<file path="src/rtl/wp_lock_pkg.sv">
package wp_lock_pkg;

   localparam logic [2:0] WP_TIGHT    = 3'b001;
   localparam logic [2:0] WP_LOCKED   = 3'b010;
   localparam logic [2:0] WP_UNLOCKED = 3'b100;

   localparam logic [7:0] OP_UNLOCK_RANGE = 8'h23;
   localparam logic [7:0] OP_UNLOCK_ALL   = 8'h27;
   localparam logic [7:0] OP_LOCK_RANGE   = 8'h2A;
   localparam logic [7:0] OP_TIGHT_RANGE  = 8'h2C;

   typedef enum logic [1:0] {
      SW_UNLOCK,
      SW_UNLOCK_ALL,
      SW_LOCK,
      SW_TIGHT
   } sweep_kind_e;

endpackage

</file>
<file path="src/rtl/wp_range_regs.sv">
module wp_range_regs #(
   parameter int NUM_BLOCKS = 16,
   parameter int DATA_W     = 16,
   localparam int IDX_W     = $clog2(NUM_BLOCKS)
) (
   input  logic              clk,
   input  logic              rst_n,
   input  logic              first_wr,
   input  logic              last_wr,
   input  logic [DATA_W-1:0] wr_data,
   output logic [IDX_W-1:0]  first_q,
   output logic [IDX_W-1:0]  last_q
);

   logic [IDX_W-1:0] masked;

   generate
      if ((NUM_BLOCKS & (NUM_BLOCKS - 1)) == 0) begin : g_pow2
         logic unused_hi;
         assign unused_hi = ^wr_data[DATA_W-1:IDX_W];
         assign masked    = wr_data[IDX_W-1:0];
      end else begin : g_npow2
         localparam logic [DATA_W-1:0] MASK = DATA_W'(NUM_BLOCKS - 1);
         logic [DATA_W-1:0] anded;
         logic unused_hi;
         assign anded     = wr_data & MASK;
         assign unused_hi = ^anded[DATA_W-1:IDX_W];
         assign masked    = anded[IDX_W-1:0];
      end
   endgenerate

   always_ff @(posedge clk or negedge rst_n) begin
      if (!rst_n) begin
         first_q <= '0;
         last_q  <= '0;
      end else begin
         if (first_wr) first_q <= masked;
         if (last_wr || first_wr) last_q <= masked;
      end
   end

   assert_first_copies_R3: assert property (@(posedge clk) disable iff (!rst_n)
      (first_wr && !last_wr) |=> (first_q == last_q));

   assert_last_only_R3: assert property (@(posedge clk) disable iff (!rst_n)
      (last_wr && !first_wr) |=> $stable(first_q));

endmodule

</file>
<file path="src/rtl/wp_state_array.sv">
module wp_state_array
   import wp_lock_pkg::*;
#(
   parameter int NUM_BLOCKS = 16,
   localparam int IDX_W     = $clog2(NUM_BLOCKS)
) (
   input  logic             clk,
   input  logic             rst_n,
   input  logic             we,
   input  logic [IDX_W:0]   widx,
   input  logic [2:0]       wstate,
   input  logic [IDX_W:0]   sweep_idx,
   output logic [2:0]       sweep_state,
   input  logic [IDX_W-1:0] look_idx,
   output logic [2:0]       look_state
);

   logic [2:0] st [NUM_BLOCKS];

   for (genvar b = 0; b < NUM_BLOCKS; b++) begin : g_blk
      always_ff @(posedge clk or negedge rst_n) begin
         if (!rst_n)                                 st[b] <= WP_LOCKED;
         else if (we && widx == (IDX_W + 1)'(b))     st[b] <= wstate;
      end

      assert_state_onehot_R2: assert property (@(posedge clk) disable iff (!rst_n)
         $countones(st[b]) == 1);

      assert_tight_sticky_R12: assert property (@(posedge clk) disable iff (!rst_n)
         (st[b] == WP_TIGHT) |=> (st[b] == WP_TIGHT));
   end

   always_comb begin
      sweep_state = 3'b000;
      look_state  = 3'b000;
      for (int i = 0; i < NUM_BLOCKS; i++) begin
         if (sweep_idx == (IDX_W + 1)'(i)) sweep_state = st[i];
         if (look_idx == IDX_W'(i))        look_state  = st[i];
      end
   end

endmodule

</file>
<file path="src/rtl/wp_sweep_fsm.sv">
module wp_sweep_fsm
   import wp_lock_pkg::*;
#(
   parameter int NUM_BLOCKS = 16,
   localparam int IDX_W     = $clog2(NUM_BLOCKS)
) (
   input  logic             clk,
   input  logic             rst_n,
   input  logic             cmd_valid,
   input  logic [7:0]       cmd_code,
   input  logic [IDX_W-1:0] first_q,
   input  logic [IDX_W-1:0] last_q,
   input  logic [2:0]       cur_state,
   output logic [IDX_W:0]   idx,
   output logic             we,
   output logic [2:0]       wstate,
   output logic [2:0]       wp_status,
   output logic             busy,
   output logic             done,
   output logic             err
);

   localparam logic [IDX_W:0] LAST_IDX = (IDX_W + 1)'(NUM_BLOCKS - 1);
   localparam logic [IDX_W:0] COUNT    = (IDX_W + 1)'(NUM_BLOCKS);

   sweep_kind_e    kind, kind_n;
   logic           known;
   logic [IDX_W:0] lim;
   logic           in_range, over, stop, write_ok, finish;

   always_comb begin
      known  = 1'b1;
      kind_n = SW_UNLOCK;
      case (cmd_code)
         OP_UNLOCK_RANGE: kind_n = SW_UNLOCK;
         OP_UNLOCK_ALL:   kind_n = SW_UNLOCK_ALL;
         OP_LOCK_RANGE:   kind_n = SW_LOCK;
         OP_TIGHT_RANGE:  kind_n = SW_TIGHT;
         default:         known  = 1'b0;
      endcase
   end

   always_comb begin
      in_range = (idx <= lim);
      over     = (idx >= COUNT);
      stop     = 1'b0;
      write_ok = 1'b1;
      wstate   = WP_UNLOCKED;
      case (kind)
         SW_UNLOCK, SW_UNLOCK_ALL: begin
            stop   = (cur_state == WP_TIGHT);
            wstate = WP_UNLOCKED;
         end
         SW_LOCK: begin
            stop   = (cur_state == WP_TIGHT);
            wstate = WP_LOCKED;
         end
         default: begin
            write_ok = (cur_state != WP_UNLOCKED);
            wstate   = WP_TIGHT;
         end
      endcase
      finish = busy && (!in_range || over || stop);
      we     = busy && !finish && write_ok;
   end

   always_ff @(posedge clk or negedge rst_n) begin
      if (!rst_n) begin
         busy      <= 1'b0;
         done      <= 1'b0;
         err       <= 1'b0;
         kind      <= SW_UNLOCK;
         idx       <= '0;
         lim       <= '0;
         wp_status <= WP_LOCKED;
      end else begin
         done <= 1'b0;
         err  <= 1'b0;
         if (!busy) begin
            if (cmd_valid && known) begin
               busy <= 1'b1;
               kind <= kind_n;
               idx  <= (kind_n == SW_UNLOCK_ALL) ? '0 : {1'b0, first_q};
               lim  <= (kind_n == SW_UNLOCK_ALL) ? LAST_IDX : {1'b0, last_q};
            end
         end else if (finish) begin
            busy <= 1'b0;
            done <= 1'b1;
            err  <= in_range && over;
         end else begin
            idx <= idx + 1'b1;
            if (we) wp_status <= wstate;
         end
      end
   end

   assert_done_single_R9: assert property (@(posedge clk) disable iff (!rst_n)
      done |=> !done);

   assert_busy_fall_done_R9: assert property (@(posedge clk) disable iff (!rst_n)
      $fell(busy) |-> done);

   assert_write_when_busy_R10: assert property (@(posedge clk) disable iff (!rst_n)
      we |-> busy);

   assert_err_with_done_R11: assert property (@(posedge clk) disable iff (!rst_n)
      err |-> done);

   assert_status_onehot_R8: assert property (@(posedge clk) disable iff (!rst_n)
      $onehot(wp_status));

   assert_no_write_on_tight_R12: assert property (@(posedge clk) disable iff (!rst_n)
      (we && cur_state == WP_TIGHT) |-> (wstate == WP_TIGHT));

endmodule

</file>
<file path="src/rtl/wp_lock_ctrl.sv">
module wp_lock_ctrl
   import wp_lock_pkg::*;
#(
   parameter int NUM_BLOCKS = 16,
   parameter int DATA_W     = 16,
   localparam int IDX_W     = $clog2(NUM_BLOCKS)
) (
   input  logic              clk,
   input  logic              rst_n,
   input  logic              first_wr_i,
   input  logic              last_wr_i,
   input  logic [DATA_W-1:0] wr_data_i,
   input  logic              cmd_valid_i,
   input  logic [7:0]        cmd_code_i,
   input  logic [IDX_W-1:0]  look_blk_i,
   output logic [2:0]        look_state_o,
   output logic [IDX_W-1:0]  first_blk_o,
   output logic [IDX_W-1:0]  last_blk_o,
   output logic [2:0]        wp_status_o,
   output logic              busy_o,
   output logic              done_o,
   output logic              cmd_err_o
);

   generate
      if (NUM_BLOCKS < 2) begin : g_bad_count
         $error("NUM_BLOCKS must be at least 2");
      end
      if (DATA_W <= IDX_W) begin : g_bad_width
         $error("DATA_W must exceed the block index width");
      end
   endgenerate

   logic [IDX_W:0] sweep_idx;
   logic [2:0]     sweep_state;
   logic           arr_we;
   logic [2:0]     arr_wstate;

   wp_range_regs #(.NUM_BLOCKS(NUM_BLOCKS), .DATA_W(DATA_W)) u_regs (
      .clk      (clk),
      .rst_n    (rst_n),
      .first_wr (first_wr_i),
      .last_wr  (last_wr_i),
      .wr_data  (wr_data_i),
      .first_q  (first_blk_o),
      .last_q   (last_blk_o)
   );

   wp_sweep_fsm #(.NUM_BLOCKS(NUM_BLOCKS)) u_fsm (
      .clk       (clk),
      .rst_n     (rst_n),
      .cmd_valid (cmd_valid_i),
      .cmd_code  (cmd_code_i),
      .first_q   (first_blk_o),
      .last_q    (last_blk_o),
      .cur_state (sweep_state),
      .idx       (sweep_idx),
      .we        (arr_we),
      .wstate    (arr_wstate),
      .wp_status (wp_status_o),
      .busy      (busy_o),
      .done      (done_o),
      .err       (cmd_err_o)
   );

   wp_state_array #(.NUM_BLOCKS(NUM_BLOCKS)) u_array (
      .clk         (clk),
      .rst_n       (rst_n),
      .we          (arr_we),
      .widx        (sweep_idx),
      .wstate      (arr_wstate),
      .sweep_idx   (sweep_idx),
      .sweep_state (sweep_state),
      .look_idx    (look_blk_i),
      .look_state  (look_state_o)
   );

   assert_busy_on_accept_R9: assert property (@(posedge clk) disable iff (!rst_n)
      (!busy_o && cmd_valid_i && (cmd_code_i == OP_UNLOCK_RANGE || cmd_code_i == OP_UNLOCK_ALL ||
                                  cmd_code_i == OP_LOCK_RANGE || cmd_code_i == OP_TIGHT_RANGE))
      |=> busy_o);

   assert_unknown_ignored_R10: assert property (@(posedge clk) disable iff (!rst_n)
      (!busy_o && !(cmd_valid_i && (cmd_code_i == OP_UNLOCK_RANGE || cmd_code_i == OP_UNLOCK_ALL ||
                                    cmd_code_i == OP_LOCK_RANGE || cmd_code_i == OP_TIGHT_RANGE)))
      |=> !busy_o);

endmodule

</file>
<file path="config.mk">
export PLATFORM = sky130hd
export DESIGN_NAME = wp_lock_ctrl
export DESIGN_NICKNAME = d
export VERILOG_FILES = /design/src/rtl/wp_lock_pkg.sv /design/src/rtl/wp_range_regs.sv /design/src/rtl/wp_state_array.sv /design/src/rtl/wp_sweep_fsm.sv /design/src/rtl/wp_lock_ctrl.sv
export SDC_FILE = /design/constraint.sdc
export NUM_CORES = 1
export LEC_CHECK = 0
export BUFFER_PORTS_ARGS = -buffer_cell sky130_fd_sc_hd__buf_2
export CAP_MARGIN = 20
export CORE_ASPECT_RATIO = 0.9
export CORE_MARGIN = 2
export CORE_UTILIZATION = 50
export DETAILED_ROUTE_END_ITERATION = 12
export PLACE_DENSITY = 0.76
export SYNTH_ARGS = -nofsm -noshare
export SYNTH_HDL_FRONTEND = slang
export SYNTH_SLANG_ARGS = --single-unit
</file>
<file path="constraint.sdc">
create_clock -name clk -period 4.9 [get_ports clk]
set_clock_uncertainty 0.1 [all_clocks]
set_input_delay 0.245 -clock clk [delete_from_list [all_inputs] [get_ports clk]]
set_output_delay 0.245 -clock clk [all_outputs]
set_load 0.005 [all_outputs]
</file>
# Word-level counts from Yosys, hierarchy flattened
# Cells that the tools add are included.
# W data, S select, Z words.
# totals
ff_bits	74
latchBits	0
ram_bits	0
romBits	0
in_bits	33
output_inout_bits	17
elab_cells	155
memories	0
# op_classes
add_sub_neg	1
mul	0
div_mod_pow	0
n_lt_le_gt_ge	2
eq_ne	40
shifts	0
n_mux	49
bitwise	2
n_reduce_logical	36
# ops
op	n
$mux W3	32
$eq A5 B4 Y1 const B	8
$eq A4 B4 Y1 const B	8
$eq A8 B6 Y1 const B	4
$logic_and A1 B1 Y1	21
$eq A5 B3 Y1 const B	4
$eq A4 B3 Y1 const B	4
$mux W5	3
$eq A5 B2 Y1 const B	2
$mux W1	10
$eq A4 B2 Y1 const B	2
$mux W4	2
$pmux W2 S3	1
$pmux W3 S2	1
$add A5 B1 Y5 const B	1
$eq A5 B1 Y1 const B	1
$ge A5 B5 Y1 const B	1
$le A5 B5 Y1	1
$logic_not A5 Y1	1
$eq A2 B1 Y1 const B	2
$eq A4 B1 Y1 const B	1
$logic_not A4 Y1	1
$reduce_and A2 Y1	2
$reduce_or A4 Y1	1
other kinds (12)	16

# Depth between registers and ports, before layout
# Gate-level depths: netlist (run 1).
# logic_depth
depth_word	25
depth_mapped	16
depth_no_buf	10

# Cells and area by module
# From an unflattened synthesis (run 1), not the netlist that was laid out.
# unflattened
cells_unflattened	428
area_unflattened_um2	4549.4
# by_module_without_submodules
mod	instances	cells_per_inst	area_per_inst_um2	seq_area_each_um2
wp_state_array	1	321	3209.3	1221.2
wp_sweep_fsm	1	90	1023.5	426.7
wp_range_regs	1	17	316.6	200.2

# Worst setup path before layout (run 1)
# OpenSTA, ideal clock, no wires.
# synth_path
path_type	register to register
start	register u_fsm.idx[1]
end	register u_fsm.wp_status[2]
setup_time_ns	0.125
arrival_ns	3.292
t_required_ns	4.675
slack_ns	1.383
path_stages_with_launch	15
path_buffers	5
synth_period_minus_slack_ns	3.517
cell_sequence	dfrtp_1 -> ha_1 -> buf_2 -> clkbuf_1 -> clkbuf_1 -> and3_1 -> ha_1 -> clkbuf_1 -> a22oi_1 -> o21a_1 -> a22o_1 -> a221oi_4 -> or2_1 -> buf_2 -> mux2_2
# synth_between
elab_chain_cells	25
elab_cells_between_ends	47
cone_classes	order compare (2); eq/ne (17); mux (18); bitwise (1); reduce/logical (9)
# synth_lines
element	line	text
start, declared	wp_sweep_fsm.sv:14	output logic [IDX_W:0] idx,
start signal, assigned	wp_sweep_fsm.sv:83	idx <= (kind_n == SW_UNLOCK_ALL) ? '0 : {1'b0, first_q};
start signal, assigned	wp_sweep_fsm.sv:91	idx <= idx + 1'b1;
$logic_not A5 Y1	wp_state_array.sv:37	if (sweep_idx == (IDX_W + 1)'(i)) sweep_state = st[i];
$mux W3 (16 in series)	wp_state_array.sv:37	
$eq A3 B1 Y1	wp_sweep_fsm.sv:51, wp_sweep_fsm.sv:55	
$mux W1	n/a	
$logic_or A1 B1 Y1	wp_sweep_fsm.sv:63	finish = busy && (!in_range || over || stop);
$logic_and A1 B1 Y1	wp_sweep_fsm.sv:63	
$logic_not A1 Y1	wp_sweep_fsm.sv:64	we = busy && !finish && write_ok;
$logic_and A1 B1 Y1 (2 in series)	wp_sweep_fsm.sv:64	
$reduce_and A3 Y1 (no line) *	n/a	
end signal, assigned	wp_sweep_fsm.sv:92	if (we) wp_status <= wstate;
end, declared	wp_sweep_fsm.sv:17	output logic [2:0] wp_status,
# Every way passes the cells marked *; elsewhere a longest branch is shown, timed or not.
# A chain may end at the register's enable or synchronous reset.

# Worst setup path in the final report (run 1)
# layout_path
start	register u_fsm.idx[0]
end	register u_array.st[21] in the netlist's numbering
# layout_between
elab_chain_cells	25
elab_cells_between_ends	46
cone_classes	order compare (2); eq/ne (17); mux (18); reduce/logical (9)
# layout_lines
element	line	text
$logic_not A5 Y1	wp_state_array.sv:37	
$mux W3 (16 in series)	wp_state_array.sv:37	
$eq A3 B1 Y1	wp_sweep_fsm.sv:51, wp_sweep_fsm.sv:55	
$mux W1	n/a	
$logic_or A1 B1 Y1	wp_sweep_fsm.sv:63	
$logic_and A1 B1 Y1	wp_sweep_fsm.sv:63	
$logic_not A1 Y1	wp_sweep_fsm.sv:64	
$logic_and A1 B1 Y1 (2 in series)	wp_sweep_fsm.sv:64	
$logic_and A1 B1 Y1 *	wp_state_array.sv:23	else if (we && widx == (IDX_W + 1)'(b)) st[b] <= wstate;
end signal, assigned by index	wp_state_array.sv:23	
end, declared	wp_state_array.sv:18	logic [2:0] st [NUM_BLOCKS];
# Marked as above.

==> impl_metrics.env, run 1 <==
export IMPL_dp_slack_ns=0.892
export IMPL_hpwl_um=9410
export IMPL_pwr_density_cell_nw_per_um2=310
export IMPL_post_route_min_period_ns=4.11
export IMPL_holdPathEnd="u_regs.first_q[3]"
export IMPL_post_place_cells=636
export IMPL_antenna_left=0
export IMPL_ctsResizeCount=0
export IMPL_min_from="wr_data_i[3]"
export IMPL_reg2reg_slack_ns=0.79
export IMPL_grt_max_degree=74
export IMPL_gr_total_overflow=0
export IMPL_synth_top_family_by_area="compound AO/OA/AOI/OAI gates"
export IMPL_reg2reg_to="u_array.st[21]"
export IMPL_fin_setup_tns_ns=0
export IMPL_synthMuxAreaShare_pct=9.65
export IMPL_whs_path_depth=2
export IMPL_synth_simple_gate_area_share_pct=16.8
export IMPL_drt_iter0_markers=534
export IMPL_worst_slew_pin_slew_ns=1.18
export IMPL_fin_util_pct=56.7
export IMPL_maxSlewHeadroom_pct=21.0
export IMPL_netlist_area_um2=4670
export IMPL_yosysWarnings=0
export IMPL_cts_tree="done"
export IMPL_synthArstFlopShare_pct=100
export IMPL_dieHeight_um=95.7
export IMPL_synth_largest_area_cell="dfrtp_1"
export IMPL_vias=4271
export IMPL_synth_cell_types=66
export IMPL_critPathMaxFanout=20
export IMPL_gp_congestion=0.962
export IMPL_ys_flop_type="dfrtp_1"
export IMPL_grt_pass1_wl_um=21400
export IMPL_synthTopCellsByArea="dfrtp_1 (30%), dfstp_2 (9.6%), mux2_2 (6.8%)"
export IMPL_antennaDiodeCount=0
export IMPL_critPathKind="flop to flop"
export IMPL_instances_no_fill=655
export IMPL_worst_ir_drop_vdd_uv=201
export IMPL_final_common_cell="dfrtp_1"
export IMPL_die_x_um=106
export IMPL_r2r_start="u_fsm.idx[0]"
export IMPL_clkTransAtPathRegs_ns=0.09
export IMPL_die_area_um2=10100
export IMPL_cp_start_kind="flop"
export IMPL_rows=33
export IMPL_vias_per_cell=6.52
export IMPL_cts_sinks=73
export IMPL_nNetsFinal=570
export IMPL_grt_pass1_vias=4002
export IMPL_setup_slack_ns=0.786
export IMPL_rsz0062_at_grt="false"
export IMPL_root_buffer="clkbuf_8"
export IMPL_start_util_pct=51.4
export IMPL_grt_usage_pct=27.8
export IMPL_synthXorXnorAreaFrac_pct=0
export IMPL_yosysTopAreaCellShare_pct=30.0
export IMPL_io_buffers=37
export IMPL_synthToLayoutAreaGrowth_pct=10.4
export IMPL_max_freq_ghz=0.243
export IMPL_cts_hold_buf=3
export IMPL_cts_setup_buffers=0
export IMPL_worstHoldPathType="input port to flop"
export IMPL_wirelength_um=13500
export IMPL_numCtsBuffers=9
export IMPL_critPathArrivalTime_ns=4.29
export IMPL_drt_first_pass_iters=7
export IMPL_drv_slew=0
export IMPL_status="completed"
export IMPL_finalSetupViolations=0
export IMPL_synth_seq_cells=73
export IMPL_core_area_um2=9080
export IMPL_syn_area_per_cell_um2=9.30
export IMPL_drcViolationCount=0
export IMPL_antenna_found_initial=0
export IMPL_power_leakage_nw=2.17
export IMPL_yosysSeqAreaShare_pct=39.6
export IMPL_avgRoutedWirePerCell_um=20.5
export IMPL_cp_end_kind="flop"
export IMPL_layout_drive_gt1_share_pct=22.0
export IMPL_clockBufferDepth=2
export IMPL_period_share_pct=84.0
export IMPL_mostFrequentLayoutCells="dfrtp_1 (56), nand2_1 (42), nor2_1 (41)"
export IMPL_htree_levels=3
export IMPL_synth_nets=544
export IMPL_synth_edf_count=0
export IMPL_drv_cap=0
export IMPL_clock_latency_ns=0.38
export IMPL_synth_fa_ha_area_share_pct=2.41
export IMPL_synth_cells=502
export IMPL_required_ns=5.07
export IMPL_pin_count=50
export IMPL_hold_viol=0
export IMPL_synth_compound_area_share_pct=25.8
export IMPL_rr_worst_depth=12
[worst max-delay path by stage]
| stage | start | end | slack, ns | depth (start not counted) |
|---|---|---|---|---|
| after detailed placement | u_fsm.idx[0] | u_array.st[21] | 0.89 | 12 |
| after CTS | u_fsm.idx[0] | u_array.st[21] | 0.87 | 12 |
| final | u_fsm.idx[0] | u_array.st[21] | 0.79 | 12 |
| after floorplan | u_fsm.idx[1] | u_fsm.wp_status[2] | 1.38 | 14 |
| after global routing | u_fsm.idx[0] | u_array.st[30] | 0.62 | 12 |
| after global placement | u_fsm.idx[0] | u_array.st[23] | 0.99 | 12 |
[registers in the layout (all words and copies together) (netlist names), 2 cells and up]
register / flops
u_fsm.kind: 2
u_regs.first_q: 4
u_fsm.idx: 5
u_fsm.wp_status: 3
u_fsm.lim: 4
u_regs.last_q: 4
u_array.st: 48
[where the power goes]
part / internal [W] / switching [W]
clock: 0.000255 / 0.000258
combinational: 0.000147 / 0.000249
sequential: 0.000630 / 0.0000586
[critical path, cell delays in order (launching register included)]
cell and delay, ns:
dfrtp_1 0.42, inv_1 0.18, ha_1 0.53, buf_4 0.34
nor2b_1 0.17, o21ai_0 0.08, a222oi_1 0.29, o2111ai_1 0.29
a221oi_2 0.40, a221oi_4 0.16, buf_4 0.25, o21ai_0 0.41
mux2_2 0.39
[stage by stage]
step / hold slack, ns / total power, W / instance area (µm²)
2_1_floorplan: -0.151 / 0.000959 / 4670
3_3_place_gp: 0.328 / 0.00107 / 4910
3_5_place_dp: 0.350 / 0.00108 / 4910
4_1_cts: 0.00742 / 0.00160 / 5150
5_1_grt: 0.00293 / 0.00168 / 5150
6_report: 0.0177 / 0.00160 / 5150
[synth_stat cells, drive strengths merged (2+ instances only)]
library cell	n
clkbuf	17
o211ai	13
a32o	11
nand4	4
ha	9
a32oi	2
o2bb2ai	7
and2	3
nor3b	5
o31ai	3
buf	17
a31oi	3
mux2	28
mux2i	9
inv	25
o21a	6
and4	2
dfrtp	56
nor3	6
clkinv	2
nor4bb	2
a21oi	25
and3b	2
nand3	13
a221oi	5
o21ai	36
mux4	2
nand2	42
a22oi	7
o22ai	7
nor2b	16
nand2b	7
a22o	17
o32ai	2
and3	4
a211oi	3
dfstp	17
a221o	6
nor2	41
[cell type report]
class | instances | area, µm²
repair buffers | 49 | 285
fillers | 813 | 3930
well taps | 122 | 153
multi-input cells | 368 | 2560
clock buffers | 10 | 138
clock inverters | 6 | 73.8
flip-flops and latches | 73 | 1850
inverters | 27 | 101
[kinds of logic (layout without fill, tap and decap cells)]
kind of cell | count (synthesis) | count (layout)
DFF | 73 | 73
AOI/OAI and AO/OA | 164 | 164
buffers and inverters | 61 | 92
muxes | 39 | 39
other | 1 | 1
adders and majority gates | 9 | 9
and+or+nand+nor | 155 | 155
[layer usage]
layer | track usage (%) | vias up | part of all wire, %
li1 | - | 1924 | -
met3 | 8.13 | 36 | 9.5
met2 | 41.9 | 260 | 44
met4 | 10.9 | 0 | 2.7
met1 | 37.8 | 2051 | 44
met5 | 0 | - | 0
Power figures use the tool's default switching activity.
==> run 2, diff against run 1 <==
Settings changed: PLACE_DENSITY 0.76 to 0.78.
Clock period 4.9 ns to 3.5 ns, I/O delays scaled along.
==> run 2 against run 1 <==
Clock power grew 46%; cell count grew 6.0%; sequential share of layout area down 2.4 points; clock-buffer cell count decreased by 1; combinational power rose by 79%; sequential power is 36% higher; largest power group unchanged; via count increased by 3.9%; largest cell class unchanged; highest routed layer unchanged; non-clock buffer count up 39; hold slack better by 0.0068 ns.
==> impl_metrics.env, run 2 (synthesis results as in run 1) <==
export IMPL_fill_cells=785
export IMPL_nNetsFinal=609
export IMPL_start_util_pct=51.4
export IMPL_htree_levels=3
export IMPL_setup_slack_ns=0.108
export IMPL_status="completed"
export IMPL_antenna_left=0
export IMPL_wirelength_um=14300
export IMPL_numCtsBuffers=9
export IMPL_synthToLayoutAreaGrowth_pct=18.7
export IMPL_die_x_um=106
export IMPL_dr_wl_met2_um=6660
export IMPL_antennaDiodeCount=0
export IMPL_period_share_pct=96.9
export IMPL_largest_reg_flops=48
export IMPL_drcViolationCount=0
export IMPL_worstHoldPathType="input port to flop"
export IMPL_cp_end_kind="flop"
export IMPL_dieHeight_um=95.7
export IMPL_post_route_min_period_ns=3.39
export IMPL_pin_count=50
export IMPL_critPathArrivalTime_ns=3.56
export IMPL_r2r_start="u_fsm.idx[0]"
export IMPL_clock_latency_ns=0.38
export IMPL_gr_total_overflow=0
export IMPL_max_freq_ghz=0.295
export IMPL_drv_slew=0
export IMPL_rr_worst_depth=13
export IMPL_drt_met1_wl_um=6140
export IMPL_fin_setup_tns_ns=0
export IMPL_vias=4437
export IMPL_top_register="u_array.st"
export IMPL_cp_start_kind="flop"
export IMPL_worst_slew_pin_slew_ns=0.936
export IMPL_reg2reg_to="u_array.st[18]"
export IMPL_rsz0062_at_grt="false"
export IMPL_grt_usage_pct=29.2
export IMPL_top_regs="u_array.st: 48 flops, u_fsm.idx: 5 flops"
export IMPL_cts_tree="done"
export IMPL_pwr_density_cell_nw_per_um2=432
export IMPL_hpwl_um=10100
export IMPL_mostFrequentLayoutCells="dfrtp_1 (54), nand2_1 (42), buf_4 (42)"
export IMPL_grt_pass1_vias=4308
export IMPL_root_buffer="clkbuf_8"
export IMPL_grt_pass1_wl_um=22900
export IMPL_vias_per_cell=6.39
export IMPL_hold_viol=0
export IMPL_drt_iter0_markers=424
export IMPL_dp_slack_ns=0.0456
export IMPL_holdPathEnd="u_regs.first_q[2]"
export IMPL_whs_path_depth=2
export IMPL_required_ns=3.66
export IMPL_drt_first_pass_iters=6
export IMPL_critPathKind="flop to flop"
export IMPL_layout_drive_gt1_share_pct=28.5
export IMPL_finalSetupViolations=0
export IMPL_reg2reg_slack_ns=0.11
export IMPL_critPathMaxFanout=9
export IMPL_gp_congestion=0.967
export IMPL_cts_sinks=73
export IMPL_grt_max_degree=74
export IMPL_power_leakage_nw=2.38
export IMPL_core_area_um2=9080
export IMPL_rows=33
export IMPL_io_buffers=37
export IMPL_worst_ir_drop_vdd_uv=249
export IMPL_antenna_found_initial=0
export IMPL_final_common_cell="dfrtp_1"
export IMPL_drv_cap=0
export IMPL_avgRoutedWirePerCell_um=20.6
export IMPL_clkTransAtPathRegs_ns=0.09
export IMPL_wl_met3_um=1210
export IMPL_die_area_um2=10100
export IMPL_clockBufferDepth=2
export IMPL_min_from="first_wr_i"
export IMPL_top_layer_used="met4"
export IMPL_maxSlewHeadroom_pct=37.6
-- run 2: changes by cell type in the layout (fill, tap and decap cells not counted), sizes merged --
cell         before  now
inv              27   31
clkbuf           10    9
clkinv            5    2
dlygate4sd3       3    5
buf              46   83
-- run 2: how the worst max path moves through the flow --
stage,start,endpoint,slack [ns],cells after the start
floorplan,u_fsm.idx[1],u_fsm.wp_status[2],0.05,14
global placement,u_fsm.idx[1],u_array.st[18],0.11,13
detailed placement,u_fsm.idx[0],u_array.st[27],0.05,12
CTS,u_fsm.idx[0],u_array.st[47],0.004,12
global route,u_fsm.idx[0],u_array.st[18],0.005,13
finish,u_fsm.idx[0],u_array.st[18],0.11,13
-- run 2: layer usage --
layer	vias up	GRT usage, %
met5	-	0
met4	0	9.10
met3	26	6.29
met2	221	48.0
met1	2189	39.1
li1	2001	-
-- run 2: where the power goes --
| part | internal (W) | switching (W) |
|---|---|---|
| clock network | 0.000352 | 0.000396 |
| registers | 0.000884 | 0.0000514 |
| logic | 0.000299 | 0.000411 |
-- run 2: metrics by stage --
step	total power, W	utilization [%]	std cells	area (µm²)	hold WS, ns
finish	0.00239	61.0	694	5540	0.0245
global route	0.00251	61.0	694	5540	0.0192
CTS	0.00237	60.1	689	5460	0.0117
detailed placement	0.00162	57.1	668	5190	0.275
global placement	0.00160	57.1	668	5190	0.259
floorplan	0.00134	-	502	4670	-0.221
-- run 2: area by class of cell --
cell class              instances  area [µm²]  area share [%]
clock inverters                 7        90.1            1.63
clock buffers                   9         124            2.24
flip-flops and latches         73        1850            33.4
multi-input cells             368        2580            46.6
repair buffers                 88         637            11.5
well taps                     122         153            2.76
inverters                      27         101            1.83
-- run 2: worst max-delay path: stages (launching register included) --
cell,delay (ns)
dfrtp_1,0.41
buf_4,0.15
ha_2,0.21
nor2b_2,0.22
a221oi_1,0.36
o221ai_1,0.18
o21a_1,0.23
a22o_1,0.26
a221oi_4,0.33
buf_6,0.17
buf_4,0.17
o211ai_1,0.11
buf_4,0.15
a22o_1,0.22
-- run 2: repair_timing --
| action | CTS | global route |
|---|---|---|
| pin swaps | 0 | 6 |
| hold buffers | 5 | 0 |
| setup buffers | 0 | 5 |
| endpoints found under the hold margin | 64 | 0 |
| endpoints found under the setup margin | 1 | 48 |
| resized for setup | 1 | 17 |
==> run 3, diff against run 2 <==
Settings changed: PLACE_DENSITY 0.78 to 0.74.
Clock period 3.5 ns to 4.32 ns, I/O delays scaled along.
==> run 3 against run 2 <==
Utilization is 3.8 points lower; hold slack better by 0.037 ns; flip-flop and latch count stayed put; sequential share of layout area is 2.2 points higher; setup slack better by 0.20 ns; highest routed layer unchanged; non-clock buffer count is 35 lower; total power is 24% lower; first-iteration DRC count is 69% higher; die area stayed put; clock-buffer cell count is 1 higher; critical path depth is 3 lower.
==> impl_metrics.env, run 3 (synthesis results as in run 1) <==
export IMPL_pwr_density_cell_nw_per_um2=350
export IMPL_grtUsageMet3_pct=8.13
export IMPL_synthToLayoutAreaGrowth_pct=11.2
export IMPL_maxSlewHeadroom_pct=28.9
export IMPL_nNetsFinal=574
export IMPL_ctsResizeCount=0
export IMPL_avgRoutedWirePerCell_um=20.5
export IMPL_grt_pass1_vias=4074
export IMPL_drt_first_pass_iters=5
export IMPL_rsz0062_at_grt="false"
export IMPL_gr_usage_met1_pct=38.8
export IMPL_largest_reg_flops=48
export IMPL_hpwl_um=9220
export IMPL_wirelength_um=13500
export IMPL_root_buffer="clkbuf_8"
export IMPL_start_util_pct=51.4
export IMPL_stdcell_area_um2=5190
export IMPL_htree_levels=3
export IMPL_setup_slack_ns=0.306
export IMPL_required_ns=4.43
export IMPL_numCtsBuffers=9
export IMPL_clock_latency_ns=0.37
export IMPL_clkTransAtPathRegs_ns=0.09
export IMPL_dieHeight_um=95.7
export IMPL_critPathArrivalTime_ns=4.12
export IMPL_drcViolationCount=0
export IMPL_die_x_um=106
export IMPL_final_common_cell="dfrtp_1"
export IMPL_mostFrequentLayoutCells="dfrtp_1 (56), nand2_1 (42), nor2_1 (41)"
export IMPL_pin_count=50
export IMPL_cp_start_kind="flop"
export IMPL_clockBufferDepth=2
export IMPL_whs_path_depth=3
export IMPL_critPathKind="flop to flop"
export IMPL_drv_slew=0
export IMPL_fin_setup_tns_ns=0
export IMPL_top_register="u_array.st"
export IMPL_post_route_min_period_ns=4.01
export IMPL_vias=4346
export IMPL_io_buffers=37
export IMPL_layout_drive_gt1_share_pct=22.2
export IMPL_cp_end_kind="flop"
export IMPL_worst_ir_drop_vdd_uv=218
export IMPL_finalSetupViolations=0
export IMPL_busiest_layer="met2"
export IMPL_rr_worst_depth=10
export IMPL_antenna_left=0
export IMPL_dp_slack_ns=0.386
export IMPL_met2_usage_pct=42.2
export IMPL_period_share_pct=92.9
export IMPL_gp_congestion=1.04
export IMPL_worst_slew_pin_slew_ns=1.06
export IMPL_cts_sinks=73
export IMPL_grt_max_degree=74
export IMPL_power_leakage_nw=2.19
export IMPL_rows=33
export IMPL_critPathMaxFanout=16
export IMPL_grt_usage_pct=28.1
export IMPL_status="completed"
export IMPL_core_area_um2=9080
export IMPL_drt_iter0_markers=718
export IMPL_antennaDiodeCount=0
export IMPL_grt_pass1_wl_um=21800
export IMPL_max_freq_ghz=0.249
export IMPL_gr_total_overflow=0
export IMPL_worstHoldPathType="input port to flop"
export IMPL_die_area_um2=10100
export IMPL_top_regs="u_array.st: 48 flops, u_fsm.idx: 5 flops"
export IMPL_cts_tree="done"
export IMPL_hold_viol=0
export IMPL_fill_cells=799
export IMPL_drv_cap=0
export IMPL_antenna_found_initial=0
export IMPL_reg2reg_slack_ns=0.31
export IMPL_dpl_cell_area_um2=4930
export IMPL_vias_per_cell=6.59
[run 3: changes by cell type in the layout (fill, tap and decap cells not counted), sizes merged]
cell,delta
clkinv,+3
buf,-35
clkbuf,+1
inv,-4
[run 3: worst paths after layout]
path | startpoint | endpoint
max | u_fsm.idx[0] | u_array.st[42]
min | cmd_code_i[2] | u_fsm.kind[0]
max reg2reg | u_fsm.idx[0] | u_array.st[42]
min reg2reg | u_array.st[20] | u_array.st[20]
max in group asynchronous | rst_n | u_fsm.busy
min in group asynchronous | rst_n | u_fsm.err
[run 3: routing by layer]
layer | vias up | share of wire (%)
li1 | 1934 | -
met1 | 2074 | 43
met2 | 300 | 44
met3 | 38 | 11
met4 | 0 | 2.4
met5 | - | 0
[run 3: cell type report]
class	count	area (µm²)	share of cell area (%)
Multi-Input combinational cell	368	2560	49.3
Sequential cell	73	1850	35.6
Timing Repair Buffer	53	320	6.17
Tap cell	122	153	2.94
Clock buffer	10	138	2.65
Inverter	27	101	1.95
Clock inverter	6	73.8	1.42
[run 3: critical path, cell delays in order, from the launching register on]
cell	delay, ns
dfrtp_1	0.41
inv_1	0.12
ha_1	0.44
inv_1	0.32
nor2_1	0.13
a221oi_1	0.47
o2111ai_1	0.28
and2_1	0.24
and3b_1	0.24
nor3_1	0.86
a32oi_1	0.22
[run 3: timing repair]
action | 4_1_cts | 5_1_grt
hold buffers | 5 | 0
setup endpoints to repair | 0 | 0
buffers inserted | 0 | 0
endpoints found under the hold margin | 64 | 0
[run 3: metrics by stage]
stage | instances | hold slack [ns] | util, % | total power, W
detailed placement | 638 | 0.309 | 54.3 | 0.00123
global route | 659 | 0.0644 | 57.1 | 0.00191
global placement | 638 | 0.299 | 54.3 | 0.00122
floorplan | 502 | -0.180 | - | 0.00109
CTS | 659 | 0.0391 | 57.1 | 0.00182
finish | 659 | 0.0619 | 57.1 | 0.00182
[run 3: where the power goes]
group / internal (W) / switching (W) / total [W]
sequential: 0.000715 / 0.0000648 / 0.000779
clock: 0.000290 / 0.000291 / 0.000580
combinational: 0.000175 / 0.000283 / 0.000458
